File: config.mk
export PLATFORM = sky130hd
export DESIGN_NAME = ecc_err_log
export DESIGN_NICKNAME = d
export VERILOG_FILES = /design/src/rtl/ecc_err_log_pkg.sv /design/src/rtl/eel_lock.sv /design/src/rtl/eel_sat_counter.sv /design/src/rtl/eel_addr_capture.sv /design/src/rtl/ecc_err_log.sv
export SDC_FILE = /design/constraint.sdc
export NUM_CORES = 1
export LEC_CHECK = 0
export BUFFER_PORTS_ARGS = -buffer_cell sky130_fd_sc_hd__clkbuf_2
export CAP_MARGIN = 15
export CORE_UTILIZATION = 46
export DETAILED_ROUTE_END_ITERATION = 16
export PLACE_DENSITY = 0.75
export REMOVE_ABC_BUFFERS = 1
export SYNTH_ARGS = -nofsm -noshare
export SYNTH_HDL_FRONTEND = slang
export SYNTH_SLANG_ARGS = --single-unit
File: constraint.sdc
create_clock -name clk -period 1.8 [get_ports clk]
set_clock_uncertainty 0.1 [all_clocks]
set_input_delay 0.09 -clock clk [delete_from_list [all_inputs] [get_ports clk]]
set_output_delay 0.09 -clock clk [all_outputs]
set_load 0.005 [all_outputs]
File: src/rtl/ecc_err_log_pkg.sv
package ecc_err_log_pkg;
  localparam int unsigned DW = 32;

  localparam logic [7:0] OFF_KEY  = 8'h00;
  localparam logic [7:0] OFF_CONF = 8'h04;
  localparam logic [7:0] OFF_CTRL = 8'h50;
  localparam logic [7:0] OFF_UEA  = 8'h58;
  localparam logic [7:0] OFF_CEA  = 8'h5C;

  localparam logic [DW-1:0] UNLOCK_KEY = 32'hFC60_0309;

  localparam int unsigned CONF_ECC_BIT  = 7;
  localparam int unsigned CONF_DDR4_BIT = 4;
  localparam logic [DW-1:0] CONF_RESET = 32'h0000_0080;

  localparam int unsigned CTRL_CLR_BIT = 31;
  localparam int unsigned CE_LSB = 16;
  localparam int unsigned CE_W   = 8;
  localparam int unsigned UE_LSB = 12;
  localparam int unsigned UE_W   = 4;
  localparam int unsigned EN_W   = 2;
endpackage

File: src/rtl/eel_lock.sv
module eel_lock #(
  parameter int unsigned        KW  = 32,
  parameter logic [KW-1:0]      KEY = '1
) (
  input  logic          clk,
  input  logic          rst,
  input  logic          key_wr,
  input  logic [KW-1:0] key_data,
  output logic          unlocked
);
  always_ff @(posedge clk) begin
    if (rst) begin
      unlocked <= 1'b0;
    end else if (key_wr) begin
      unlocked <= (key_data == KEY);
    end
  end
endmodule

File: src/rtl/eel_sat_counter.sv
module eel_sat_counter #(
  parameter int unsigned W = 8
) (
  input  logic         clk,
  input  logic         rst,
  input  logic         clear,
  input  logic         inc,
  output logic [W-1:0] count
);
  localparam logic [W-1:0] MAXV = '1;

  always_ff @(posedge clk) begin
    if (rst || clear) begin
      count <= '0;
    end else if (inc && count != MAXV) begin
      count <= count + 1'b1;
    end
  end
endmodule

File: src/rtl/eel_addr_capture.sv
module eel_addr_capture #(
  parameter int unsigned AW         = 32,
  parameter bit          FIRST_ONLY = 1'b0
) (
  input  logic          clk,
  input  logic          rst,
  input  logic          clear,
  input  logic          evt,
  input  logic [AW-1:0] evt_addr,
  output logic [AW-1:0] addr_q
);
  logic held_q;
  logic take;

  generate
    if (FIRST_ONLY) begin : g_first
      assign take = evt && !held_q;
    end else begin : g_last
      assign take = evt;
    end
  endgenerate

  always_ff @(posedge clk) begin
    if (rst || clear) begin
      addr_q <= '0;
      held_q <= 1'b0;
    end else if (take) begin
      addr_q <= evt_addr;
      held_q <= 1'b1;
    end
  end
endmodule

File: src/rtl/ecc_err_log.sv
module ecc_err_log
  import ecc_err_log_pkg::*;
#(
  parameter int unsigned BUS_AW = 8,
  parameter int unsigned ERR_AW = 32
) (
  input  logic              clk,
  input  logic              rst,
  input  logic              bus_sel,
  input  logic              bus_wr,
  input  logic [BUS_AW-1:0] bus_addr,
  input  logic [DW-1:0]     bus_wdata,
  output logic [DW-1:0]     bus_rdata,
  input  logic              ce_pulse,
  input  logic [ERR_AW-1:0] ce_addr,
  input  logic              ue_pulse,
  input  logic [ERR_AW-1:0] ue_addr,
  output logic              irq
);
  localparam int unsigned WIDX_W = BUS_AW - 2;
  localparam logic [WIDX_W-1:0] IDX_KEY  = WIDX_W'(OFF_KEY  >> 2);
  localparam logic [WIDX_W-1:0] IDX_CONF = WIDX_W'(OFF_CONF >> 2);
  localparam logic [WIDX_W-1:0] IDX_CTRL = WIDX_W'(OFF_CTRL >> 2);
  localparam logic [WIDX_W-1:0] IDX_UEA  = WIDX_W'(OFF_UEA  >> 2);
  localparam logic [WIDX_W-1:0] IDX_CEA  = WIDX_W'(OFF_CEA  >> 2);

  logic [WIDX_W-1:0] widx;
  logic              wr_any, wr_key, wr_ok, wr_conf, wr_ctrl;
  logic              unlocked;
  logic              conf_ecc_q, conf_ddr4_q;
  logic [DW-1:0]     conf_q;
  logic              clr_q;
  logic [EN_W-1:0]   en_q;
  logic              clear_now;
  logic [CE_W-1:0]   ce_cnt;
  logic [UE_W-1:0]   ue_cnt;
  logic [ERR_AW-1:0] ue_addr_q, ce_addr_q;
  logic [DW-1:0]     ctrl_view;
  logic [DW-1:0]     rd_mux;
  logic              unused_bits;

  assign widx    = bus_addr[BUS_AW-1:2];
  assign wr_any  = bus_sel && bus_wr;
  assign wr_key  = wr_any && (widx == IDX_KEY);
  assign wr_ok   = wr_any && unlocked;
  assign wr_conf = wr_ok && (widx == IDX_CONF);
  assign wr_ctrl = wr_ok && (widx == IDX_CTRL);
  assign unused_bits = ^{bus_addr[1:0]};

  eel_lock #(.KW(DW), .KEY(UNLOCK_KEY)) u_lock (
    .clk      (clk),
    .rst      (rst),
    .key_wr   (wr_key),
    .key_data (bus_wdata),
    .unlocked (unlocked)
  );

  always_ff @(posedge clk) begin
    if (rst) begin
      conf_ecc_q  <= CONF_RESET[CONF_ECC_BIT];
      conf_ddr4_q <= CONF_RESET[CONF_DDR4_BIT];
    end else if (wr_conf) begin
      conf_ecc_q  <= bus_wdata[CONF_ECC_BIT];
      conf_ddr4_q <= bus_wdata[CONF_DDR4_BIT];
    end
  end

  always_comb begin
    conf_q = '0;
    conf_q[CONF_ECC_BIT]  = conf_ecc_q;
    conf_q[CONF_DDR4_BIT] = conf_ddr4_q;
  end

  always_ff @(posedge clk) begin
    if (rst) begin
      clr_q <= 1'b0;
      en_q  <= '0;
    end else if (wr_ctrl) begin
      clr_q <= bus_wdata[CTRL_CLR_BIT];
      en_q  <= bus_wdata[EN_W-1:0];
    end
  end

  // A clear being written this cycle already blocks a coincident event.
  assign clear_now = clr_q || (wr_ctrl && bus_wdata[CTRL_CLR_BIT]);

  eel_sat_counter #(.W(CE_W)) u_ce_cnt (
    .clk (clk), .rst (rst), .clear (clear_now), .inc (ce_pulse), .count (ce_cnt)
  );

  eel_sat_counter #(.W(UE_W)) u_ue_cnt (
    .clk (clk), .rst (rst), .clear (clear_now), .inc (ue_pulse), .count (ue_cnt)
  );

  eel_addr_capture #(.AW(ERR_AW), .FIRST_ONLY(1'b1)) u_ue_cap (
    .clk (clk), .rst (rst), .clear (clear_now), .evt (ue_pulse),
    .evt_addr (ue_addr), .addr_q (ue_addr_q)
  );

  eel_addr_capture #(.AW(ERR_AW), .FIRST_ONLY(1'b0)) u_ce_cap (
    .clk (clk), .rst (rst), .clear (clear_now), .evt (ce_pulse),
    .evt_addr (ce_addr), .addr_q (ce_addr_q)
  );

  always_comb begin
    ctrl_view = '0;
    ctrl_view[CTRL_CLR_BIT]            = clr_q;
    ctrl_view[CE_LSB +: CE_W]          = ce_cnt;
    ctrl_view[UE_LSB +: UE_W]          = ue_cnt;
    ctrl_view[EN_W-1:0]                = en_q;
  end

  always_comb begin
    unique case (widx)
      IDX_KEY:  rd_mux = DW'(unlocked);
      IDX_CONF: rd_mux = conf_q;
      IDX_CTRL: rd_mux = ctrl_view;
      IDX_UEA:  rd_mux = DW'(ue_addr_q);
      IDX_CEA:  rd_mux = DW'(ce_addr_q);
      default:  rd_mux = '0;
    endcase
  end

  always_ff @(posedge clk) begin
    if (rst) begin
      bus_rdata <= '0;
      irq       <= 1'b0;
    end else begin
      if (bus_sel && !bus_wr) begin
        bus_rdata <= rd_mux;
      end
      irq <= (en_q[0] && (ce_cnt != '0)) || (en_q[1] && (ue_cnt != '0));
    end
  end
endmodule

## Yosys cells after proc, flatten, opt, wreduce, memory -nomap -nowiden

Index checks and enable logic that the tools add are counted.

| storage, ports and cells | value |
|---|---|
| register bits | 116 |
| input port bits | 110 |
| output and inout bits | 33 |
| word-level logic and storage cells | 42 |

| cells by class | value |
|---|---|
| $add $sub $neg | 2 |
| equal/unequal tests | 7 |
| mux-type cells | 1 |
| reductions and logical operators | 20 |

Operators with widths:

| kind | count |
|---|---|
| 32-bit one-hot mux with 5 select lines | 1 |
| 32-bit == test, second input constant | 1 |
| 6-bit by 5-bit == test with 1-bit output, second input constant | 3 |
| 1-bit logical AND | 12 |
| 8-bit by 1-bit adder with 8-bit output, second input constant | 1 |
| 8-bit != test, second input constant | 1 |
| 8-bit nonzero test | 1 |
| 6-bit by 1-bit == test with 1-bit output, second input constant | 1 |
| 6-bit logical NOT | 1 |
| 4-bit by 1-bit adder with 4-bit output, second input constant | 1 |
| 4-bit != test, second input constant | 1 |
| 4-bit nonzero test | 1 |
| 1-bit logical OR | 3 |
| 1-bit logical NOT | 2 |

## Longest topological paths before layout

| logic depth | value |
|---|---|
| word-level depth | 6 |
| mapped depth | 6 |
| gate-level depth less buffers | 5 |

## Hierarchy

From an unflattened synthesis, not the netlist that was laid out.

| second synthesis, totals | value |
|---|---|
| cell total of the unflattened synthesis | 538 |
| area total of the unflattened synthesis | 4986.0 um^2 |

Modules (own cells, without submodules):

| module | times used | cells each | area each (um^2) | sequential area each (um^2) |
|---|---|---|---|---|
| ecc_err_log | 1 | 203 | 1855.5 | 760.7 |
| eel_addr_capture at u_ue_cap | 1 | 145 | 1212.4 | 660.6 |
| eel_addr_capture at u_ce_cap | 1 | 105 | 1156.1 | 640.6 |
| eel_sat_counter at u_ce_cnt | 1 | 48 | 421.7 | 160.2 |
| eel_sat_counter at u_ue_cnt | 1 | 21 | 210.2 | 80.1 |
| eel_lock | 1 | 16 | 130.1 | 20.0 |

## Worst setup path before layout

OpenSTA, ideal clock, no wires.

| timing path | value |
|---|---|
| kind | reg-to-reg |
| start | register u_ce_cnt.count[0] |
| end | register irq |
| library setup time | 132 ps |
| arrival time | 1414 ps |
| data required time | 1568 ps |
| setup slack | 154 ps |
| stages on the path, launching flop included | 6 |
| buffers on the path | 0 |
| path through | dfxtp_1 inv_1 ha_1 or4b_2 o41ai_1 a21oi_1 |

| on the way | value |
|---|---|
| cells in the longest elaborated chain, start to end | 3 |

Ends and longest elaborated chain:

| element | RTL line | RTL |
|---|---|---|
| from (decl) | eel_sat_counter.sv:8 | `output logic [W-1:0] count` |
| from (signal assigned) | eel_sat_counter.sv:16 | `count <= count + 1'b1;` |
| 8-bit nonzero test | ecc_err_log.sv:132 | `irq <= (en_q[0] && (ce_cnt != '0)) \|\| (en_q[1] && (ue_cnt != '0));` |
| 1-bit logical AND | ecc_err_log.sv:132 |  |
| 1-bit logical OR | ecc_err_log.sv:132 |  |
| to (signal assigned) | ecc_err_log.sv:132 |  |
| to (decl) | ecc_err_log.sv:18 | `output logic irq` |

No other way between the ends.
A chain may end at the register's enable or synchronous reset.

## Worst setup path after layout

| timing path | value |
|---|---|
| start | register u_lock.unlocked |
| end | register conf_ddr4_q |

| on the way | value |
|---|---|
| cells in the longest elaborated chain, start to end | 2 |

Ends and longest elaborated chain:

| element | RTL line | RTL |
|---|---|---|
| from (decl) | eel_lock.sv:9 | `output logic unlocked` |
| from (signal assigned) | eel_lock.sv:15 | `unlocked <= (key_data == KEY);` |
| 1-bit logical AND | ecc_err_log.sv:45 | `assign wr_ok = wr_any && unlocked;` |
| 1-bit logical AND | ecc_err_log.sv:46 | `assign wr_conf = wr_ok && (widx == IDX_CONF);` |
| to (signal assigned) | ecc_err_log.sv:61 | `conf_ddr4_q <= CONF_RESET[CONF_DDR4_BIT];` |
| to (signal assigned) | ecc_err_log.sv:64 | `conf_ddr4_q <= bus_wdata[CONF_DDR4_BIT];` |
| to (decl) | ecc_err_log.sv:30 | `logic conf_ecc_q, conf_ddr4_q;` |

No other way between the ends.

==> run_results.csv <==
group,metric,value,unit
status,status,"completed",
worst_setup_path,startpoint,"u_lock.unlocked",
placed_design,place_inst,802,
synth,synth-seq-cells,116,
worst_setup_path,cp_top_family,"buffers and inverters",
worst_setup_path,path_buf_inv,1,
floorplanning,rows,37,
placed_design,dp_hpwl,9160,µm
worst_setup_path,reg2regPathDepth,5,
drt,drt_iter0_markers,242,
worst_setup_path,crit_type,"flip-flop to flip-flop",
final_layout,regArea,2320,µm²
synth,yosysWarnings,0,
synth,synthFlopType,"dfxtp_1",
synth,syn_inst,542,
hold_path,min_path_type,"primary input to flip-flop",
synth,async_flop_share,0,
worst_setup_path,r2r_slack,0.11,ns
worst_setup_path,r2r-end,"conf_ddr4_q",
floorplanning,die-width,105,µm
worst_setup_path,slowest_delay,0.55,ns
power,peakVddDrop,566,µV
worst_setup_path,path_cells,"nand2_2 -> nor4_4 -> mux2i_1 -> nor2_1 -> dlygate4sd3_1",
placed_design,finalWeightedCongestion,0.869,
final_layout,fill_cells,725,
worst_setup_path,worstReg2RegStart,"u_lock.unlocked",
sta,worst_pin_slew,0.633,ns
placed_design,dp_slack,0.0924,ns
worst_setup_path,worstSetupStartpointType,"flip-flop",
final_layout,drive_gt1_frac,0.266,
floorplanning,io_pins,143,
clocking,numCtsBuffers,17,
power,powerDensity,952,nW/µm²
drt,ant_nets,0,
floorplanning,dieArea,11000,µm²
final_layout,nets,891,
final_layout,final_cells,925,
final_layout,post-route-util,0.710,
job,maxCapViolations,0,
floorplanning,initial_core_util,0.472,
clocking,root_buffer,"clkbuf_8",
clocking,h-tree-depth,4,
worst_setup_path,worstSetupPathDepth,5,
clocking,cts_sinks,116,
worst_setup_path,crit_slowest_cell,"dlygate4sd3_1",
synth,synth_seq_area_share,0.479,
grt,grt_pass1_wl,24600,µm
drt,drt_wl_total,15300,µm
final_layout,diodes,0,
worst_setup_path,crit_end,"conf_ddr4_q",
grt,grt_pass1_vias,5198,
worst_setup_path,critPathArrivalTime,2.01,ns
sta,finalHoldViolCount,0,
grt,antenna_found_initial,0,
clocking,cts_buffer_depth,2,
floorplanning,die_y,105,µm
clocking,clk_latency,0.52,ns
drt,via_count,4961,
drt,drc,0,
drt,vias_per_cell,5.36,
grt,grt_usage,0.288,
clocking,clkTransAtPathRegs,0.06,ns
sta,timing.final.crit_period,1.69,ns
drt,drtPass1Iterations,5,
worst_setup_path,cp_max_fo,3,
drt,routedWlPerCell,16.6,µm
sta,rsz0062_at_grt,"no",
synth,syn-cell-area,4850,µm²
grt,grt_max_degree,33,
sta,worst_slack,0.106,ns
final_layout,area_growth,50.6,%
worst_setup_path,worstPathRequired,2.11,ns
worst_setup_path,endpoint_kind,"flip-flop",
sta,setup_viol,0,
sta,drv_slew,0,
placed_design,port_buffers,140,
sta,relSlewSlack,0.578,
power,report.power.total,6.95,mW
synth,synth_edf_count,0,
synth,synth_cell_types,50,
power,p_leak,3.15,nW
clocking,cts_tree,"done",
final_layout,multi_input_area,2330,µm²
sta,fin_setup_tns,0,ns
sta,fmax,590,MHz
floorplanning,core_area,10300,µm²
grt,overflow,0,
synth,avgSynthCellArea,8.94,µm²
sta,period_share,0.941,
==> layout by cell type, fill, tap and decap left out, types with 6 or more instances in the layout <==
| cell | instances |
|---|---|
| clkbuf_2 | 140 |
| dfxtp_1 | 115 |
| nand2_1 | 107 |
| dlygate4sd3_1 | 90 |
| mux2i_1 | 52 |
| nor2_1 | 52 |
| a21oi_1 | 37 |
| o21ai_0 | 34 |
| a22oi_1 | 17 |
| buf_4 | 17 |
| clkbuf_16 | 16 |
| a22o_1 | 14 |
| nor3_1 | 6 |
| nand3_1 | 6 |
==> timing repair <==
action / 4_1_cts / 5_1_grt
setup buffers: 0 / 2
gates resized for setup: 0 / 5
hold endpoints to repair: 82 / 0
hold buffers: 91 / 0
setup endpoints to repair: 0 / 5
==> metal layers <==
metal,wire length [µm],track usage
met2,7780,0.516
met3,984,0.0643
met1,6020,0.309
met4,525,0.169
met5,0,0
==> registers in the layout, summed over array words and instances (netlist names) <==
register and cells:
u_ue_cap.addr_q 32, clr_q 1, u_ce_cnt.count 8, u_lock.unlocked 1, bus_rdata 32, conf_ddr4_q 1, u_ce_cap.addr_q 32, en_q 2
irq 1, u_ue_cnt.count 4, conf_ecc_q 1, u_ue_cap.held_q 1
==> logic make-up (layout without fill, tap and decap cells) <==
group / after synthesis / after routing / share of synthesized area
compound gates: 114 / 114 / 0.144
xor+xnor: 4 / 4 / 0.00723
fa+ha+maj: 4 / 4 / 0.0103
buf+inv: 41 / 288 / 0.0426
flops: 116 / 116 / 0.479
mux: 52 / 52 / 0.107
simple gates: 211 / 211 / 0.210
==> layout make-up <==
class                   count  area share
multi-input cells         385       0.320
flip-flops and latches    116       0.318
repair buffers            252       0.251
clock buffers              22      0.0648
well taps                 136      0.0233
clock inverters             9      0.0206
inverters                   5     0.00257
==> power by group <==
part / internal (mW) / switching [mW] / total, mW / leakage, nW
logic: 0.367 / 0.333 / 0.700 / 1.90
registers: 2.66 / 0.0580 / 2.72 / 0.947
clock network: 2.38 / 1.15 / 3.53 / 0.303
==> worst min path at each step <==
stage	startpoint	endpoint	slack, ns	cells past startpoint
global route	bus_addr[7]	bus_rdata[0]	0.06	4
floorplan	rst	irq	0.06	1
finish	bus_addr[7]	bus_rdata[0]	0.009	4
detailed placement	bus_wdata[7]	conf_ecc_q	0.21	2
CTS	bus_addr[7]	bus_rdata[0]	0.0008	4
global placement	bus_wdata[7]	conf_ecc_q	0.22	2
==> synthesized netlist by cell type (2+ instances only) <==
library cell / n / area (µm²)
buf_2: 9 / 45.0
nor4_1: 3 / 18.8
nor2_1: 52 / 195
inv_1: 5 / 18.8
nor4b_1: 3 / 26.3
and3_1: 2 / 12.5
clkbuf_1: 20 / 75.1
nand4bb_1: 2 / 22.5
a21oi_1: 37 / 185
nand3_1: 6 / 30.0
or3_1: 2 / 12.5
o21ai_0: 35 / 175
nor3_1: 6 / 30.0
a22oi_1: 17 / 128
or4b_2: 2 / 20.0
nand2_1: 108 / 405
nor4_4: 2 / 42.5
a22o_1: 14 / 123
nand2b_1: 3 / 18.8
or3b_2: 2 / 17.5
o22ai_1: 2 / 12.5
xor2_1: 2 / 17.5
buf_6: 5 / 56.3
nand4_1: 3 / 18.8
xnor2_1: 2 / 17.5
nor2b_1: 4 / 25.0
dfxtp_1: 116 / 2320
ha_1: 4 / 50.1
a211oi_1: 2 / 15.0
mux2i_1: 52 / 521
==> through the flow <==
stage	instance area (µm²)	hold slack (ns)
global placement	5750	0.215
floorplan	4660	0.0591
CTS	7280	0.000811
detailed placement	5750	0.214
finish	7300	0.00860
global route	7300	0.0569
==> tightest hold or removal path, cell delays in order <==
cell	delay, ns
clkbuf_2	0.11
or2_4	0.15
or3_1	0.11
o221ai_1	0.10
Power figures use the tool's default switching activity.
